[config.mk]
export PLATFORM = sky130hd
export DESIGN_NAME = qenc_top
export DESIGN_NICKNAME = d
export VERILOG_FILES = /design/src/rtl/qenc_pkg.sv /design/src/rtl/qenc_ctrl.sv /design/src/rtl/qenc_datapath.sv /design/src/rtl/qenc_top.sv
export SDC_FILE = /design/constraint.sdc
export NUM_CORES = 1
export LEC_CHECK = 0
export ABC_CLOCK_PERIOD_IN_PS = 3000
export CAP_MARGIN = 20
export CORE_MARGIN = 1.5
export CORE_UTILIZATION = 30
export DETAILED_ROUTE_END_ITERATION = 8
export PLACE_DENSITY = 0.49
export SLEW_MARGIN = 10
export SYNTH_ARGS = -nofsm -noshare
export SYNTH_HDL_FRONTEND = slang
export SYNTH_HIERARCHICAL = 1
export SYNTH_SLANG_ARGS = --single-unit
[constraint.sdc]
create_clock -name clk -period 3 [get_ports clk]
set_input_delay 0.45 -clock clk [delete_from_list [all_inputs] [get_ports clk]]
set_output_delay 0.45 -clock clk [all_outputs]
set_load 0.01 [all_outputs]
[src/rtl/qenc_pkg.sv]
package qenc_pkg;

  localparam int ADDR_W = 2;

  localparam logic [ADDR_W-1:0] ADDR_CTRL  = 2'd0;
  localparam logic [ADDR_W-1:0] ADDR_COUNT = 2'd1;
  localparam logic [ADDR_W-1:0] ADDR_CEIL  = 2'd2;
  localparam logic [ADDR_W-1:0] ADDR_EVENT = 2'd3;

  typedef enum logic [1:0] {
    MODE_FREE   = 2'd0,
    MODE_EDGE_A = 2'd1,
    MODE_EDGE_B = 2'd2,
    MODE_BOTH   = 2'd3
  } qencMode_e;

  // Strobes from control to datapath, all valid for one cycle.
  typedef struct packed {
    logic presetCnt;
    logic wrShadow;
    logic wrActive;
    logic swUpdate;
    logic stepUp;
    logic stepDown;
  } qencStrobe_t;

endpackage

[src/rtl/qenc_ctrl.sv]
module qenc_ctrl
  import qenc_pkg::*;
#(
  parameter int CNT_W       = 16,
  parameter int SYNC_STAGES = 2
) (
  input  logic                clk,
  input  logic                rstN,
  input  logic                wrEn,
  input  logic [ADDR_W-1:0]   addr,
  input  logic [3:0]          ctrlData,
  input  logic                encA,
  input  logic                encB,
  input  logic [CNT_W-1:0]    countQ,
  input  logic [CNT_W-1:0]    ceilQ,
  input  logic                dirQ,
  output logic [CNT_W-1:0]    rdData,
  output logic                enableQ,
  output qencStrobe_t         stb
);

  localparam int PAD_W = CNT_W - 5;

  logic      preloadQ;
  qencMode_e modeQ;

  logic [SYNC_STAGES-1:0] syncA, syncB;
  logic aNow, bNow, aPrev, bPrev;
  logic aEdge, bEdge;
  logic wantUp, wantDown;

  // Control word
  always_ff @(posedge clk) begin
    if (!rstN) begin
      enableQ  <= 1'b0;
      preloadQ <= 1'b0;
      modeQ    <= MODE_FREE;
    end else if (wrEn && addr == ADDR_CTRL) begin
      enableQ  <= ctrlData[0];
      preloadQ <= ctrlData[1];
      modeQ    <= qencMode_e'(ctrlData[3:2]);
    end
  end

  // Input synchronizers and edge memory
  always_ff @(posedge clk) begin
    if (!rstN) begin
      syncA <= '0;
      syncB <= '0;
      aPrev <= 1'b0;
      bPrev <= 1'b0;
    end else begin
      syncA <= {syncA[SYNC_STAGES-2:0], encA};
      syncB <= {syncB[SYNC_STAGES-2:0], encB};
      aPrev <= aNow;
      bPrev <= bNow;
    end
  end

  assign aNow  = syncA[SYNC_STAGES-1];
  assign bNow  = syncB[SYNC_STAGES-1];
  assign aEdge = aNow ^ aPrev;
  assign bEdge = bNow ^ bPrev;

  // Step decode; a change on both channels at once is discarded
  always_comb begin
    wantUp   = 1'b0;
    wantDown = 1'b0;
    unique case (modeQ)
      MODE_FREE: wantUp = 1'b1;
      MODE_EDGE_A: begin
        if (aEdge && !bEdge) begin
          wantUp   = (aNow != bNow);
          wantDown = (aNow == bNow);
        end
      end
      MODE_EDGE_B: begin
        if (bEdge && !aEdge) begin
          wantUp   = (aNow == bNow);
          wantDown = (aNow != bNow);
        end
      end
      MODE_BOTH: begin
        if (aEdge && !bEdge) begin
          wantUp   = (aNow != bNow);
          wantDown = (aNow == bNow);
        end else if (bEdge && !aEdge) begin
          wantUp   = (aNow == bNow);
          wantDown = (aNow != bNow);
        end
      end
      default: ;
    endcase
  end

  always_comb begin
    stb.presetCnt = wrEn && addr == ADDR_COUNT;
    stb.wrShadow  = wrEn && addr == ADDR_CEIL;
    stb.wrActive  = wrEn && addr == ADDR_CEIL && !preloadQ;
    stb.swUpdate  = wrEn && addr == ADDR_EVENT && ctrlData[0];
    stb.stepUp    = enableQ && wantUp;
    stb.stepDown  = enableQ && wantDown;
  end

  // Read decode
  always_comb begin
    unique case (addr)
      ADDR_CTRL:  rdData = {{PAD_W{1'b0}}, dirQ, modeQ, preloadQ, enableQ};
      ADDR_COUNT: rdData = countQ;
      ADDR_CEIL:  rdData = ceilQ;
      default:    rdData = '0;
    endcase
  end

endmodule

[src/rtl/qenc_datapath.sv]
module qenc_datapath
  import qenc_pkg::*;
#(
  parameter int CNT_W = 16
) (
  input  logic             clk,
  input  logic             rstN,
  input  logic [CNT_W-1:0] wrData,
  input  qencStrobe_t      stb,
  output logic [CNT_W-1:0] countQ,
  output logic [CNT_W-1:0] ceilQ,
  output logic             dirQ
);

  logic [CNT_W-1:0] shadowQ;
  logic             wrapUp, wrapDown, wrapAny;

  assign wrapUp   = stb.stepUp   && !stb.presetCnt && (countQ >= ceilQ);
  assign wrapDown = stb.stepDown && !stb.presetCnt && (countQ == '0);
  assign wrapAny  = wrapUp || wrapDown;

  always_ff @(posedge clk) begin
    if (!rstN) begin
      countQ <= '0;
      dirQ   <= 1'b0;
    end else if (stb.presetCnt) begin
      countQ <= wrData;
    end else if (stb.stepUp) begin
      countQ <= wrapUp ? '0 : countQ + 1'b1;
      dirQ   <= 1'b0;
    end else if (stb.stepDown) begin
      countQ <= wrapDown ? ceilQ : countQ - 1'b1;
      dirQ   <= 1'b1;
    end
  end

  always_ff @(posedge clk) begin
    if (!rstN) begin
      shadowQ <= '1;
      ceilQ   <= '1;
    end else begin
      if (stb.wrShadow) shadowQ <= wrData;
      if (stb.wrActive)                  ceilQ <= wrData;
      else if (stb.swUpdate || wrapAny)  ceilQ <= shadowQ;
    end
  end

endmodule

[src/rtl/qenc_top.sv]
module qenc_top
  import qenc_pkg::*;
#(
  parameter int CNT_W       = 16,
  parameter int SYNC_STAGES = 2
) (
  input  logic              clk,
  input  logic              rstN,
  input  logic              wrEn,
  input  logic [ADDR_W-1:0] addr,
  input  logic [CNT_W-1:0]  wrData,
  output logic [CNT_W-1:0]  rdData,
  input  logic              encA,
  input  logic              encB
);

  qencStrobe_t      stb;
  logic [CNT_W-1:0] countQ, ceilQ;
  logic             dirQ, enableQ;

  qenc_ctrl #(.CNT_W(CNT_W), .SYNC_STAGES(SYNC_STAGES)) ctrl_i (
    .clk(clk), .rstN(rstN), .wrEn(wrEn), .addr(addr),
    .ctrlData(wrData[3:0]), .encA(encA), .encB(encB),
    .countQ(countQ), .ceilQ(ceilQ), .dirQ(dirQ),
    .rdData(rdData), .enableQ(enableQ), .stb(stb)
  );

  qenc_datapath #(.CNT_W(CNT_W)) dp_i (
    .clk(clk), .rstN(rstN), .wrData(wrData), .stb(stb),
    .countQ(countQ), .ceilQ(ceilQ), .dirQ(dirQ)
  );

endmodule

==> reports/results.ini <==
[sta]
min_period_ps=2940
max_freq_mhz=341
drv_slew=0
tns_ps=0
tightest_slew_ps=605
fin_crit_sh_pct=97.9
hold_viol=0
fin_skew_ps=11.9
relSlewSlack_pct=59.3
setup_viol=0
layout_setup_ws_ps=63.9
rsz0062_at_grt=false

[worst_setup_path]
critPathSlowestCell=or4_1
crit_path_end_kind=register
crit_path_start_kind=register
cp.arrival_ps=3130
cpPeakStageDelay_ps=690
crit_family=simple AND/OR/NAND/NOR gates
cp-endpoint=dp_i/countQ[2]
worst_r2r_endpoint=dp_i/countQ[2]
required_ps=3200
reg2regPathDepth=7
timing.critical_path.cells=inv_1, ha_1, nand4_1, or3_1, or4_1, nand3_1, o221ai_1
path_max_fanout=7
worstSetupPathType=reg2reg
critical_path_buf_inv_count=1
path_depth=7
reg2reg_slack_ps=60
r2r_start=dp_i/ceilQ[15]
critPathLaunch=dp_i/ceilQ[15]

[yosys]
syn_inst=578
synth_ff_type=dfxtp_1
synth_fp_nets=620
yosys_warnings=6
synth_area_per_cell_um2=8.13
synthArstFlopShare_pct=0
synth_area_mm2=0.00470
synth_seq_cells=59
synth_edf_count=0
synth_cell_types=66
yosysSeqAreaShare_pct=25.1

[clock_network]
cts_root_buf=clkbuf_16
cts_tree=built
ctsLongestPathBuffers=2
clkLatencyLatePin_ps=340
clk_pin_slew_ps=60
htree_levels=3
cts_sinks=59
cts_buffers=9
postCtsSetupBuffers=0

[pwr]
peakVddDrop_v=0.000271
power.density_mw_per_mm2=437
p_leak_nw=2.25
power_mw=2.55

[drt]
drtPass1Iterations=5
drc=0
vias=4763
viasPerCell=5.67
antenna_left=0
wl_per_cell_um=19.9
wirelength_um=16700
drt_iter0_markers=470

[min_path]
min_path_type=reg2reg

[placed_design]
dp_slack_ps=144
numPortBuffers=38
post-dp-hpwl_um=12000
place.gp.congestion=0.912

[finish]
area_growth_syn_to_layout_pct=24.1
layout.nets=666
antenna_cells=0
final_common_cell=nand2_1
drive_gt1_share_pct=13.8
final_cell_mix=nand2_1, dfxtp_1, mux2i_1

[floorplan]
die_h_um=128
design.portCount=39
die_area_mm2=0.0164
die_w_um=128
initial_core_util_pct=30.8
core-area_mm2=0.0153
row_count=45

[global_route]
grt_pass1_wl_um=26300
track_usage_pct=20.8
grt_max_degree=46
grt.overflow.total=0
grt_antenna_before_repair=0
grt_pass1_vias=4618

[outcome]
status=completed

[run]
cap_violations=0

where the power goes:
group	internal [mW]	total (mW)	switching (mW)
Combinational	0.234	0.526	0.293
Clock	0.750	1.16	0.409
Sequential	0.823	0.864	0.0408
registers in the layout, summed over array words and instances (netlist names):
| register | cells |
|---|---|
| ctrl_i/bPrev | 1 |
| dp_i/shadowQ | 16 |
| ctrl_i/aPrev | 1 |
| dp_i/ceilQ | 16 |
| ctrl_i/preloadQ | 1 |
| ctrl_i/modeQ | 2 |
| ctrl_i/syncA | 2 |
| ctrl_i/enableQ | 1 |
| dp_i/countQ | 16 |
| dp_i/dirQ | 1 |
| ctrl_i/syncB | 2 |
logic make-up (layout without fill, tap and decap cells):
group	after synthesis	after routing	share of synthesized area [%]
xor gates and xnor gates	27	27	5.03
and+or+nand+nor	212	212	23.1
adders and majority gates	19	19	5.06
muxes	58	58	12.4
buffers and inverters	76	127	7.35
DFF	59	59	25.1
AOI/OAI and AO/OA	127	127	22.0
Yosys cell counts, types with 4 or more instances:
library cell / number / share of area (%)
nand2_1: 75 / 6.0
dfxtp_1: 59 / 25
mux2i_1: 58 / 12
clkbuf_1: 37 / 3.0
nor2_1: 28 / 2.2
o211ai_1: 25 / 4.0
nor4_1: 24 / 3.2
inv_1: 21 / 1.7
ha_1: 19 / 5.1
a22o_1: 18 / 3.4
xor2_1: 17 / 3.2
nand3_1: 14 / 1.5
nor3_1: 14 / 1.5
o21ai_0: 14 / 1.5
a311oi_2: 10 / 3.2
nor2b_1: 10 / 1.3
xnor2_1: 10 / 1.9
a21oi_1: 8 / 0.85
a22oi_1: 8 / 1.3
buf_2: 8 / 0.85
a311oi_1: 7 / 1.3
and2_1: 7 / 0.93
nand4_1: 6 / 0.80
or4_1: 6 / 0.96
and3_1: 5 / 0.67
a32oi_1: 4 / 0.75
buf_6: 4 / 0.96
per-stage QoR:
step                      cells  cell area [µm²]  utilization [%]  hold slack (ps)
after floorplan             578             4700                -              406
after global placement      824             5490             36.0              418
after detailed placement    824             5490             36.0              425
after CTS                   840             5820             38.2              438
after global routing        840             5830             38.2              452
final                       840             5830             38.2              435
layer usage:
layer | share of wire [%] | global-route usage [%] | vias up
li1 | - | - | 2245
met1 | 48 | 30.4 | 2305
met2 | 44 | 31.2 | 194
met3 | 6.5 | 3.26 | 19
met4 | 1.5 | 6.48 | 0
met5 | 0 | 0 | -
worst min path at each step:
stage	depth (start not counted)	from	end	slack [ps]
after global placement	1	ctrl_i/syncA[0]	ctrl_i/syncA[1]	420
after CTS	1	ctrl_i/syncB[0]	ctrl_i/syncB[1]	440
after floorplan	1	ctrl_i/syncA[0]	ctrl_i/syncA[1]	410
after detailed placement	1	ctrl_i/syncB[0]	ctrl_i/syncB[1]	430
final	1	ctrl_i/syncB[0]	ctrl_i/syncB[1]	440
after global routing	1	ctrl_i/syncA[0]	ctrl_i/syncA[1]	450
area by class of cell:
type / count / area [µm²]
repair buffers: 89 / 787
multi-input cells: 443 / 3190
well taps: 211 / 264
flip-flops and latches: 59 / 1180
fillers: 1564 / 9420
clock buffers: 10 / 239
inverters: 22 / 82.6
clock inverters: 6 / 88.8
timing repair:
item | 4_1_cts | 5_1_grt
resized for setup | 0 | 2
endpoints found under the setup margin | 0 | 16
hold buffers | 0 | 0
No activity file was read; power rests on OpenSTA's default activity.
